--- src/rtl/led_enc_pkg.sv ---
package led_enc_pkg;

    typedef enum logic [1:0] {
        ST_IDLE  = 2'd0,
        ST_SEND  = 2'd1,
        ST_LATCH = 2'd2
    } enc_state_e;

    function automatic int unsigned max2(input int unsigned a, input int unsigned b);
        return (a > b) ? a : b;
    endfunction

endpackage

--- src/rtl/led_cycle_timer.sv ---
module led_cycle_timer #(
    parameter int CNT_W = 10
) (
    input  logic             clk,
    input  logic             rst,
    input  logic             clear,
    input  logic [CNT_W-1:0] limit,
    output logic [CNT_W-1:0] count,
    output logic             done
);
    logic [CNT_W-1:0] cnt_q;

    assign count = cnt_q;
    assign done  = (cnt_q == limit);

    always_ff @(posedge clk) begin
        if (rst || clear) begin
            cnt_q <= '0;
        end else if (done) begin
            cnt_q <= '0;
        end else begin
            cnt_q <= cnt_q + 1'b1;
        end
    end

    // the counter never runs past the active limit, so slots keep their length
    p_cnt_in_range_r4: assert property (@(posedge clk) disable iff (rst)
        !clear |=> (cnt_q <= limit) || $changed(limit));

endmodule

--- src/rtl/led_byte_shifter.sv ---
module led_byte_shifter #(
    parameter int BYTE_W = 8
) (
    input  logic              clk,
    input  logic              rst,
    input  logic              load,
    input  logic              shift,
    input  logic [BYTE_W-1:0] din,
    input  logic              din_last,
    output logic              msb,
    output logic              final_bit,
    output logic              last_byte
);
    localparam int IDX_W = (BYTE_W > 1) ? $clog2(BYTE_W) : 1;

    logic [BYTE_W-1:0] shreg_q;
    logic [IDX_W-1:0]  idx_q;
    logic              last_q;

    assign msb       = shreg_q[BYTE_W-1];
    assign final_bit = (idx_q == '0);
    assign last_byte = last_q;

    always_ff @(posedge clk) begin
        if (rst) begin
            shreg_q <= '0;
            idx_q   <= '0;
            last_q  <= 1'b0;
        end else if (load) begin
            shreg_q <= din;
            idx_q   <= IDX_W'(BYTE_W - 1);
            last_q  <= din_last;
        end else if (shift) begin
            shreg_q <= {shreg_q[BYTE_W-2:0], 1'b0};
            idx_q   <= idx_q - 1'b1;
        end
    end

    // the byte under transmission only changes on a load or a shift step
    p_byte_held_r2: assert property (@(posedge clk) disable iff (rst)
        (!load && !shift) |=> $stable(shreg_q));

    // a shift never happens on the final bit of a byte
    p_no_shift_past_end_r2: assert property (@(posedge clk) disable iff (rst)
        shift |-> !final_bit);

endmodule

--- src/rtl/led_chain_encoder.sv ---
module led_chain_encoder
    import led_enc_pkg::*;
#(
    parameter int BYTE_W        = 8,
    parameter int SLOT_CYC      = 20,
    parameter int ZERO_HIGH_CYC = 6,
    parameter int ONE_HIGH_CYC  = 10,
    parameter int LATCH_CYC     = 800
) (
    input  logic              clk,
    input  logic              rst,
    input  logic              in_valid,
    output logic              in_ready,
    input  logic [BYTE_W-1:0] in_data,
    input  logic              in_first,
    input  logic              in_last,
    output logic              led_out,
    output logic              busy
);
    localparam int unsigned CNT_MAX = max2(SLOT_CYC, LATCH_CYC);
    localparam int          CNT_W   = $clog2(CNT_MAX + 1);

    enc_state_e       state_q, state_d;
    logic [CNT_W-1:0] count, limit, high_len;
    logic             done, msb, final_bit, last_byte;
    logic             byte_end, accept, shift, led_q;

    assign byte_end = (state_q == ST_SEND) && done && final_bit;
    assign in_ready = (state_q == ST_IDLE) || (byte_end && !last_byte && !in_first);
    assign accept   = in_valid && in_ready;
    assign shift    = (state_q == ST_SEND) && done && !final_bit;
    assign limit    = (state_q == ST_LATCH) ? CNT_W'(LATCH_CYC - 1) : CNT_W'(SLOT_CYC - 1);
    assign high_len = msb ? CNT_W'(ONE_HIGH_CYC) : CNT_W'(ZERO_HIGH_CYC);
    assign busy     = (state_q != ST_IDLE);
    assign led_out  = led_q;

    led_cycle_timer #(.CNT_W(CNT_W)) u_timer (
        .clk   (clk),
        .rst   (rst),
        .clear (state_q == ST_IDLE),
        .limit (limit),
        .count (count),
        .done  (done)
    );

    led_byte_shifter #(.BYTE_W(BYTE_W)) u_shifter (
        .clk       (clk),
        .rst       (rst),
        .load      (accept),
        .shift     (shift),
        .din       (in_data),
        .din_last  (in_last),
        .msb       (msb),
        .final_bit (final_bit),
        .last_byte (last_byte)
    );

    always_comb begin
        state_d = state_q;
        unique case (state_q)
            ST_IDLE:  if (accept) state_d = ST_SEND;
            ST_SEND:  if (byte_end && !accept) state_d = ST_LATCH;
            ST_LATCH: if (done) state_d = ST_IDLE;
            default:  state_d = ST_IDLE;
        endcase
    end

    always_ff @(posedge clk) begin
        if (rst) begin
            state_q <= ST_IDLE;
            led_q   <= 1'b0;
        end else begin
            state_q <= state_d;
            led_q   <= (state_q == ST_SEND) && (count < high_len);
        end
    end

    // checker counter: length of the current high pulse
    logic [CNT_W-1:0] hi_run_q;
    always_ff @(posedge clk) begin
        if (rst) hi_run_q <= '0;
        else     hi_run_q <= led_q ? hi_run_q + 1'b1 : '0;
    end

    p_idle_low_r10: assert property (@(posedge clk) disable iff (rst)
        !busy |-> !led_out);

    p_latch_low_r6: assert property (@(posedge clk) disable iff (rst)
        (state_q == ST_LATCH) |=> !led_out);

    p_pulse_max_r4: assert property (@(posedge clk) disable iff (rst)
        hi_run_q <= CNT_W'(ONE_HIGH_CYC));

    p_accept_boundary_r9: assert property (@(posedge clk) disable iff (rst)
        (accept && busy) |-> (done && final_bit && state_q == ST_SEND));

    p_last_blocks_r7: assert property (@(posedge clk) disable iff (rst)
        (byte_end && last_byte) |=> (state_q == ST_LATCH));

    p_first_waits_r8: assert property (@(posedge clk) disable iff (rst)
        (busy && in_valid && in_first) |-> !in_ready);

endmodule

--- config.mk ---
export PLATFORM = sky130hd
export DESIGN_NAME = led_chain_encoder
export DESIGN_NICKNAME = d
export VERILOG_FILES = /design/src/rtl/led_enc_pkg.sv /design/src/rtl/led_cycle_timer.sv /design/src/rtl/led_byte_shifter.sv /design/src/rtl/led_chain_encoder.sv
export SDC_FILE = /design/constraint.sdc
export NUM_CORES = 1
export LEC_CHECK = 0
export ABC_AREA = 1
export BUFFER_PORTS_ARGS = -buffer_cell sky130_fd_sc_hd__buf_2
export CAP_MARGIN = 10
export CORE_MARGIN = 5
export CORE_UTILIZATION = 56
export CTS_CLUSTER_DIAMETER = 150
export DETAILED_ROUTE_END_ITERATION = 8
export PLACE_DENSITY_LB_ADDON = 0.3
export REMOVE_ABC_BUFFERS = 1
export SETUP_SLACK_MARGIN = 0.05
export SLEW_MARGIN = 20
export SYNTH_ARGS = -nofsm -noshare
export SYNTH_HDL_FRONTEND = slang
export SYNTH_SLANG_ARGS = --single-unit
--- constraint.sdc ---
create_clock -name clk -period 2.35 [get_ports clk]
set_clock_uncertainty 0.15 [all_clocks]
set_input_delay 0.47 -clock clk [delete_from_list [all_inputs] [get_ports clk]]
set_output_delay 0.47 -clock clk [all_outputs]
set_load 0.01 [all_outputs]
==> results.md, run 1 <==
- The synthesized netlist occupies a cell area of 1290 sq um.
- The number of buffers and inverters on the critical path is 1.
- In this run the power density over the cells is 531 nW/um^2.
- Measured along the y axis, the die boundary spans 58.0 microns.
- The clock-pin transition on the worst setup and hold timing paths is 150 ps.
- The die is 58.0 microns wide.
- The iteration-0 DRC count of the detailed router is 38.
- The worst setup path is launched from a flip-flop.
- Once detail routing completed, the nets flagged for antenna violations numbered 0.
- In this run, CTS created clock tree buffers numbering 3.
- The worst stage delay on the critical path is 380 ps.
- The post-synthesis instance total is 184.
- The part of the total power dissipated in sequential elements is 0.594.
- The most common cell after layout, fill and taps aside is sky130_fd_sc_hd__nand2_1.
- The async set-or-reset flop fraction in the synthesized netlist is 0.
- The switching power summed over all nets is 216 uW.
- In this run the core area contains 17 standard-cell rows.
- Fill cells in the final layout number 194.
- Of the synthesized area, sequential elements account for 0.389.
- The internal power of the cells totals 554 uW.
- 0 antenna diodes ended up in the layout.
- Counting along the longest clock path gives a buffer depth of 2.
- The total iterations of the first detailed-routing run is 5.
- The synthesis-to-layout area growth is 12.5%.
- Using the TritonRoute via totals, the vias-per-cell ratio works out to 5.21.
- The clock sink count is 25.
- After detailed routing, the number of remaining DRC violations is 0.
- The number of port buffers is 15.
- The unique cell type count in the Yosys netlist is 25.
- The maximum vdd ir drop is 0.505 mV.
- The total number of yosys warnings is 0.
- The area taken by flip-flops and latches is 505 sq um.
- Summed over all layers, the routed wires come to 2610 microns.
- The clock tree root buffer cell is sky130_fd_sc_hd__clkbuf_4.
- The switching part of the total power is 0.280.
- Of the cells placed in the final design, the portion with a size suffix greater than 1 is 0.179.
- Walking the worst path, the cells encountered are ha_4 -> nand3_2 -> nor2_2 -> nand2_1 -> nor2_2 -> nand3_2 -> nand2_4 -> buf_6.
- The worst path required time is 1730 ps.
- The cell family contributing the most delay on the critical path is simple AND/OR/NAND/NOR gates.
- The final cell utilization of the core is 0.655.
- The reg2reg setup slack is 350 ps.
- For the pin with the worst max-slew slack, the measured transition is 347 ps.
- The starting density of the core is 0.582.
- Summed over all cells, the static leakage comes to 0.665 nW.
- In this run the number of H-tree levels came out at 1.
- For this run, the total global-route usage over all layers was measured as 0.163.
- The proportion of power drawn by the clock network is 0.265.
- The worst slew margin relative to its limit is 0.762.
- The number of synthesized register bits is 25.
- Summing all multi-input logic gate instances after layout gives 669 sq um.
- The synthesized design contains 0 enable-type register cells.
- Of the available clock period, the critical path in the final layout requires 0.938.
- Of the total power, combinational logic draws 0.141.
- The largest fanout of any net on the critical path is 3.
- The global-route wire length before repair is 4360 microns.
- The via count of the first global-routing pass was 1,077.
- The average cell area after synthesis is 7.00 sq um.
- The critical register-to-register path endpoint is u_shifter.last_byte.
- In the layout the commonest cells are sky130_fd_sc_hd__nand2_1, sky130_fd_sc_hd__inv_1, sky130_fd_sc_hd__dfxtp_1, sky130_fd_sc_hd__nand3_1, sky130_fd_sc_hd__nor2_1.
- At the worst endpoint, the arrival time is 1580 ps.
- The path category of the worst min-delay check is input port to flip-flop.
- The tool flagged a number of max-cap violations equal to 0.
- The CTS tree is built.
- Derived from the worst setup path, the maximum achievable clock frequency is 454 MHz.
- In the final timing run, aggregate negative setup slack is 0 ps.
- The critical path in this run is classified as flip-flop to output port.
- The initial antenna violation count is 0.
- The insertion delay of the later-clocked pin in the worst-skew pair is 330 ps.
- The number of cells on the worst hold path is 3.
- At the end of the flow, the number of nets in the layout was 220.
- The wire length per cell is 11.4 microns.
- The final count of pins violating max slew came to 0.
- The overall die area is 3360 sq um.
- STA classifies the critical path endpoint as an output port.
- The detailed-route via count is 1,194.
- Setup repair after global routing left no endpoint under its margin.
- Entering global routing, the biggest net connects 22 pins.
- In this run the critical register-to-register path is launched from u_timer.count[1].
- The clock period could shrink to 2200 ps.
- Routability-driven placement finished with a final weighted congestion of 0.736.
- The number of hold violations in the final report is 0.
- On the final layout, the worst hold slack is 240 ps.
- The setup-violating endpoint count in the final report is 0.
- The end of the worst hold path is u_shifter.shreg_q[0].
- 16 I/O pins were placed.
- The slowest library cell on the worst path is sky130_fd_sc_hd__dfxtp_2.
- Measured in cells, the most critical reg-to-reg path has a length of 11.
- The flow ran to the end, and the final reports show no timing, DRC or antenna violations.
- The startpoint identified for the worst hold timing path is in_data[0].
- The post-detailed-placement half-perimeter wirelength is 1860 microns.
- After global routing the overflow that remains totals 0.
- The core box area is 2210 sq um.
- The most used flip-flop cell after synthesis is sky130_fd_sc_hd__dfxtp_1.
-- per-layer routing --
layer	GRT usage	vias to the layer above	wire, microns
met5	0	-	0
met3	0.0535	6	127
li1	-	615	-
met4	0.0530	0	40
met1	0.198	546	1150
met2	0.271	27	1300
-- kinds of logic after synthesis --
logic type / Yosys count / synth area share
compound gates: 21 / 0.0884
flops: 25 / 0.389
buf+inv: 33 / 0.107
fa+ha+maj: 5 / 0.0486
simple gates: 94 / 0.327
xor+xnor: 6 / 0.0408
-- state kept, by name, summed over array words and instances (netlist names) --
| signal | count |
|---|---|
| led_out | 1 |
| state_q | 2 |
| u_shifter.idx_q | 3 |
| u_shifter.last_byte | 1 |
| u_shifter.shreg_q | 8 |
| u_timer.count | 10 |
-- worst max path at each step --
stage                           startpoint       end  slack, ps  cells past startpoint
after global routing      u_timer.count[1]  in_ready         30                      8
after floorplan           u_timer.count[0]  in_ready        650                      7
after global placement    u_timer.count[0]  in_ready        440                      8
after detailed placement  u_timer.count[0]  in_ready        370                      8
after CTS                 u_timer.count[0]  in_ready        100                      8
final                     u_timer.count[1]  in_ready        150                      8
-- Yosys cell counts, types with 2 or more instances --
master | instances | area (sq um)
sky130_fd_sc_hd__ha_1 | 5 | 62.6
sky130_fd_sc_hd__inv_2 | 2 | 7.51
sky130_fd_sc_hd__nand2_4 | 2 | 22.5
sky130_fd_sc_hd__nor2_1 | 20 | 75.1
sky130_fd_sc_hd__xor2_1 | 3 | 26.3
sky130_fd_sc_hd__o21ai_0 | 2 | 10.0
sky130_fd_sc_hd__nand2_2 | 2 | 12.5
sky130_fd_sc_hd__a31oi_1 | 2 | 12.5
sky130_fd_sc_hd__dfxtp_1 | 25 | 500
sky130_fd_sc_hd__buf_2 | 2 | 10.0
sky130_fd_sc_hd__inv_1 | 26 | 97.6
sky130_fd_sc_hd__nor2_2 | 2 | 12.5
sky130_fd_sc_hd__nor3_1 | 3 | 15.0
sky130_fd_sc_hd__a21oi_1 | 15 | 75.1
sky130_fd_sc_hd__nand2_1 | 41 | 154
sky130_fd_sc_hd__xnor2_1 | 3 | 26.3
sky130_fd_sc_hd__nand3_1 | 21 | 105
-- stage by stage --
step / setup WS (ps) / power (mW) / cell area [sq um] / instances
final: 145 / 0.769 / 1450 / 229
after global routing: 28.8 / 0.819 / 1450 / 229
after CTS: 101 / 0.771 / 1410 / 227
after detailed placement: 369 / 0.569 / 1370 / 222
after global placement: 437 / 0.562 / 1370 / 222
after floorplan: 646 / 0.532 / 1250 / 179
-- power by group through the flow --
stage               Combinational (mW)  Sequential, mW  Clock, mW
floorplan                       0.0680           0.464          0
global placement                0.0973           0.465          0
detailed placement               0.103           0.466          0
CTS                              0.105           0.457      0.208
global route                     0.124           0.460      0.235
finish                           0.109           0.457      0.204
-- timing repair --
action                     CTS  global route
buffers inserted             1             2
setup endpoints to repair    1             1
pin swaps                    1             5
hold buffers                 0             0
resized for setup            3             5
-- layout make-up --
class | instances | share of cell area
Multi-Input combinational cell | 126 | 0.462
Timing Repair Buffer | 18 | 0.0717
Clock buffer | 3 | 0.0155
Inverter | 28 | 0.0725
Tap cell | 28 | 0.0242
Clock inverter | 1 | 0.00518
Sequential cell | 25 | 0.349
-- tightest hold or removal path: cells and delay by family --
family	cells	cell delay (ps)
and+or+nand+nor	1	60
buffers and inverters	1	90
AOI/OAI and AO/OA	1	60
Note: power is estimated with default switching activity, not from simulation.
==> run 2, diff against run 1 <==
clock period = 2.15 ns   (was 2.35 ns; I/O delays follow)
==> results.md, run 2 (synthesized netlist as in run 1, its figures left out) <==
- The total global-route track usage is 0.166 (was 0.163).
- The setup-violating endpoint count in the final report came to 0 (unchanged).
- The number of flip-flops under the largest register name is 10 (unchanged).
- Unrepaired setup endpoints after global routing: yes (was no).
- The die width is 58.0 microns (unchanged).
- The arrival time at the worst endpoint is 1500 ps (was 1580 ps).
- The total grt overflow came to 0 (unchanged).
- The CTS tree is built (unchanged).
- The residual antenna-violating net count after detailed routing is 0 (unchanged).
- The detailed-route via count is 1,198 (was 1,194).
- The largest fanout of any net on the critical path is 3 (unchanged).
- The power per unit of standard cell area was 575 nW/um^2 (was 531 nW/um^2).
- The length in cells of the worst reg-to-reg path came to 12 (was 11).
- The clock sink count is 25 (unchanged).
- The global routing met1 resource utilization is 0.213 (was 0.198).
- The type of destination of the critical path is an output port (unchanged).
- The hold buffer count at cts is 0 (unchanged).
- The initial antenna violation count was 0 (unchanged).
- The post-detailed-route via-to-cell ratio is 5.19 (was 5.21).
- The number of cells on the worst hold path is 3 (unchanged).
- The post-detailed-placement half-perimeter wirelength is 1830 microns (was 1860 microns).
- The H-tree depth reported by CTS is 1 (unchanged).
- The detailed-route DRC error count was 0 (unchanged).
- The combinational group share of total power is 0.146 (was 0.141).
- The beginning of the worst register-to-register path is u_timer.count[0] (was u_timer.count[1]).
- The critical register-to-register path endpoint is u_shifter.shreg_q[7] (was u_shifter.last_byte).
- The met3 track demand over resource in global routing was 0.0223 (was 0.0535).
- After layout, the minimum clock period comes to 2080 ps.
- The count of nets after finishing is 222 (was 220).
- The actual transition at the worst max-transition pin is 453 ps (was 347 ps).
- The combined buffer and inverter count along the critical path was 1 (unchanged).
- The start point of the worst min-delay path is in_data[0] (unchanged).
- The ratio of cells with drive above 1 in the final layout is 0.182 (was 0.179).
- The area of all placed cells without fillers was 1460 sq um (was 1450 sq um).
- The kind of critical path is flip-flop to output port (unchanged).
- The met2 layer usage reported by global route is 0.281 (was 0.271).
- The number of top-level design ports was 16 (unchanged).
- The internal portion of total power is 609 uW (was 554 uW).
- The proportion of power drawn by the clock network is 0.257 (was 0.265).
- The final count of pins violating max slew is 0 (unchanged).
- The most common cell after layout, fill and taps aside was sky130_fd_sc_hd__nand2_1 (unchanged).
- The total iterations of the first detailed-routing run is 4 (was 5).
- The worst slew margin relative to its limit is 0.690 (was 0.762).
- The insertion delay of the later-clocked pin in the worst-skew pair is 320 ps (was 330 ps).
- Chain of cells forming the critical path: ha_4 -> nand3_2 -> nor2_1 -> nand2_1 -> nor2_2 -> nand3_2 -> nand2_4 -> buf_6 (was ha_4 -> nand3_2 -> nor2_2 -> nand2_1 -> nor2_2 -> nand3_2 -> nand2_4 -> buf_6).
- The chip height came to 58.0 microns (unchanged).
- Top library cells by usage in the layout, fill and taps aside: sky130_fd_sc_hd__nand2_1, sky130_fd_sc_hd__inv_1, sky130_fd_sc_hd__dfxtp_1, sky130_fd_sc_hd__nand3_1, sky130_fd_sc_hd__nor2_1 (unchanged).
- The max capacitance violation total is 0 (unchanged).
- The maximum vdd ir drop is 0.477 mV (was 0.505 mV).
- The total CTS buffers is 3 (unchanged).
- The leakage power summed over all cells is 0.679 nW (was 0.665 nW).
- The most heavily used metal layer in global routing is met2 (unchanged).
- The standard-cell row count came to 17 (unchanged).
- The clock-pin transition on the worst setup and hold timing paths is 140 ps (was 150 ps).
- The most numerous cell type found on the critical path is sky130_fd_sc_hd__nand3_2.
- The starting density of the core came to 0.582 (unchanged).
- The end of the worst hold path is u_shifter.shreg_q[0] (unchanged).
- The routability-driven placement congestion ratio is 0.770 (was 0.736).
- The largest net degree at the start of global routing came to 22 (unchanged).
- The diode insertion count for antenna repair is 0 (unchanged).
- The iteration-0 DRC count of the detailed router is 56 (was 38).
- The overall die area is 3360 sq um (unchanged).
- Dividing the final minimum period by the clock period gives 0.969.
- The via count of the first global-routing pass is 1,103 (was 1,077).
- The wire length reported by the detailed router is 2740 microns (was 2610 microns).
- The switching power summed over all nets came to 230 uW (was 216 uW).
- The kind of cell with the highest combined delay on the critical path is simple AND/OR/NAND/NOR gates (unchanged).
- The final cell utilization of the core is 0.659 (was 0.655).
- The part of the total power dissipated in sequential elements is 0.598 (was 0.594).
- The worst stage delay on the critical path came to 380 ps (about the same).
- The worst path required time was 1570 ps (was 1730 ps).
- The global-route wire length before repair is 4450 microns (was 4360 microns).
- The switching part of the total power is 0.274 (was 0.280).
- The core box area was 2210 sq um (unchanged).
- The number of buffers between clock root and the deepest sink is 2 (unchanged).
- The kind of launch point of the worst setup path is a flip-flop (unchanged).
- The number of hold violations in the final report is 0 (unchanged).
- The wire length per cell is 11.8 microns (was 11.4 microns).
- The reg2reg setup slack is 230 ps (was 350 ps).
- The instance area after placement is 1370 sq um (unchanged).
- The synthesis-to-layout area growth came to 13.2% (was 12.5%).
- The clock tree root buffer cell is sky130_fd_sc_hd__clkbuf_4 (unchanged).
- Derived from the worst setup path, the maximum achievable clock frequency is 480 MHz.
- The number of port buffers is 15 (unchanged).
- Status: completed (unchanged).
- The slowest library cell on the worst path is sky130_fd_sc_hd__dfxtp_2 (unchanged).
- The path category of the worst min-delay check was input port to flip-flop (unchanged).
[run 2: changes by cell type in the layout (fill, tap and decap cells not counted), sizes merged]
cell      previous run  this run
buf                 18        20
clkbuf               3         4
clkinvlp             1         0
[run 2: worst reg2reg max path: stages, from the launching register on]
cell and delay [ps]:
sky130_fd_sc_hd__dfxtp_2 380, sky130_fd_sc_hd__ha_4 160, sky130_fd_sc_hd__nand3_2 70, sky130_fd_sc_hd__nor2_1 90, sky130_fd_sc_hd__nand2_1 90, sky130_fd_sc_hd__nor2_2 130, sky130_fd_sc_hd__nand3_2 100, sky130_fd_sc_hd__nand2_4 80
sky130_fd_sc_hd__buf_4 160, sky130_fd_sc_hd__nand2_4 160, sky130_fd_sc_hd__nand2_1 120, sky130_fd_sc_hd__nand2_1 60, sky130_fd_sc_hd__a21oi_1 130
[run 2: final cells by class]
class                   instances  area [sq um]
clock buffers                   4          26.3
well taps                      28          35.0
flip-flops and latches         25           503
fillers                       202           754
repair buffers                 20           119
inverters                      28           105
multi-input cells             126           669
[run 2: power groups by stage]
| stage | registers, mW | logic, mW | clock network, mW |
|---|---|---|---|
| 2_1_floorplan | 0.507 | 0.0743 | 0 |
| 3_3_place_gp | 0.508 | 0.106 | 0 |
| 3_5_place_dp | 0.510 | 0.112 | 0 |
| 4_1_cts | 0.500 | 0.120 | 0.212 |
| 5_1_grt | 0.504 | 0.139 | 0.233 |
| 6_report | 0.501 | 0.122 | 0.215 |
[run 2: layer usage]
metal  vias to the layer above  share of wire
met5                         -              0
met4                         0         0.0073
met3                         2          0.053
met2                        33           0.48
met1                       544           0.46
li1                        619              -
[run 2: how the worst max path moves through the flow]
stage                                      to              from  cells after the start  slack [ps]
after global routing                 in_ready  u_timer.count[0]                      8         -30
after floorplan           u_shifter.last_byte  u_timer.count[0]                     10         470
after detailed placement             in_ready  u_timer.count[1]                      8         220
after CTS                            in_ready  u_timer.count[1]                      8          40
final                                in_ready  u_timer.count[0]                      8          70
after global placement               in_ready  u_timer.count[0]                      8         280
[run 2: repair_timing]
item	CTS	global route
buffers inserted	4	1
pin swaps	6	5
gates resized for setup	6	1
setup endpoints to repair	1	2
[run 2: stage by stage]
step / total power [mW] / cells / hold WS [ps] / setup TNS, ps / setup slack [ps]
floorplan: 0.582 / 179 / 268 / 0 / 466
global placement: 0.615 / 222 / 280 / 0 / 278
detailed placement: 0.622 / 222 / 293 / 0 / 224
CTS: 0.832 / 230 / 210 / 0 / 39.4
global route: 0.876 / 231 / 224 / -31.8 / -31.8
finish: 0.839 / 231 / 204 / 0 / 66.3
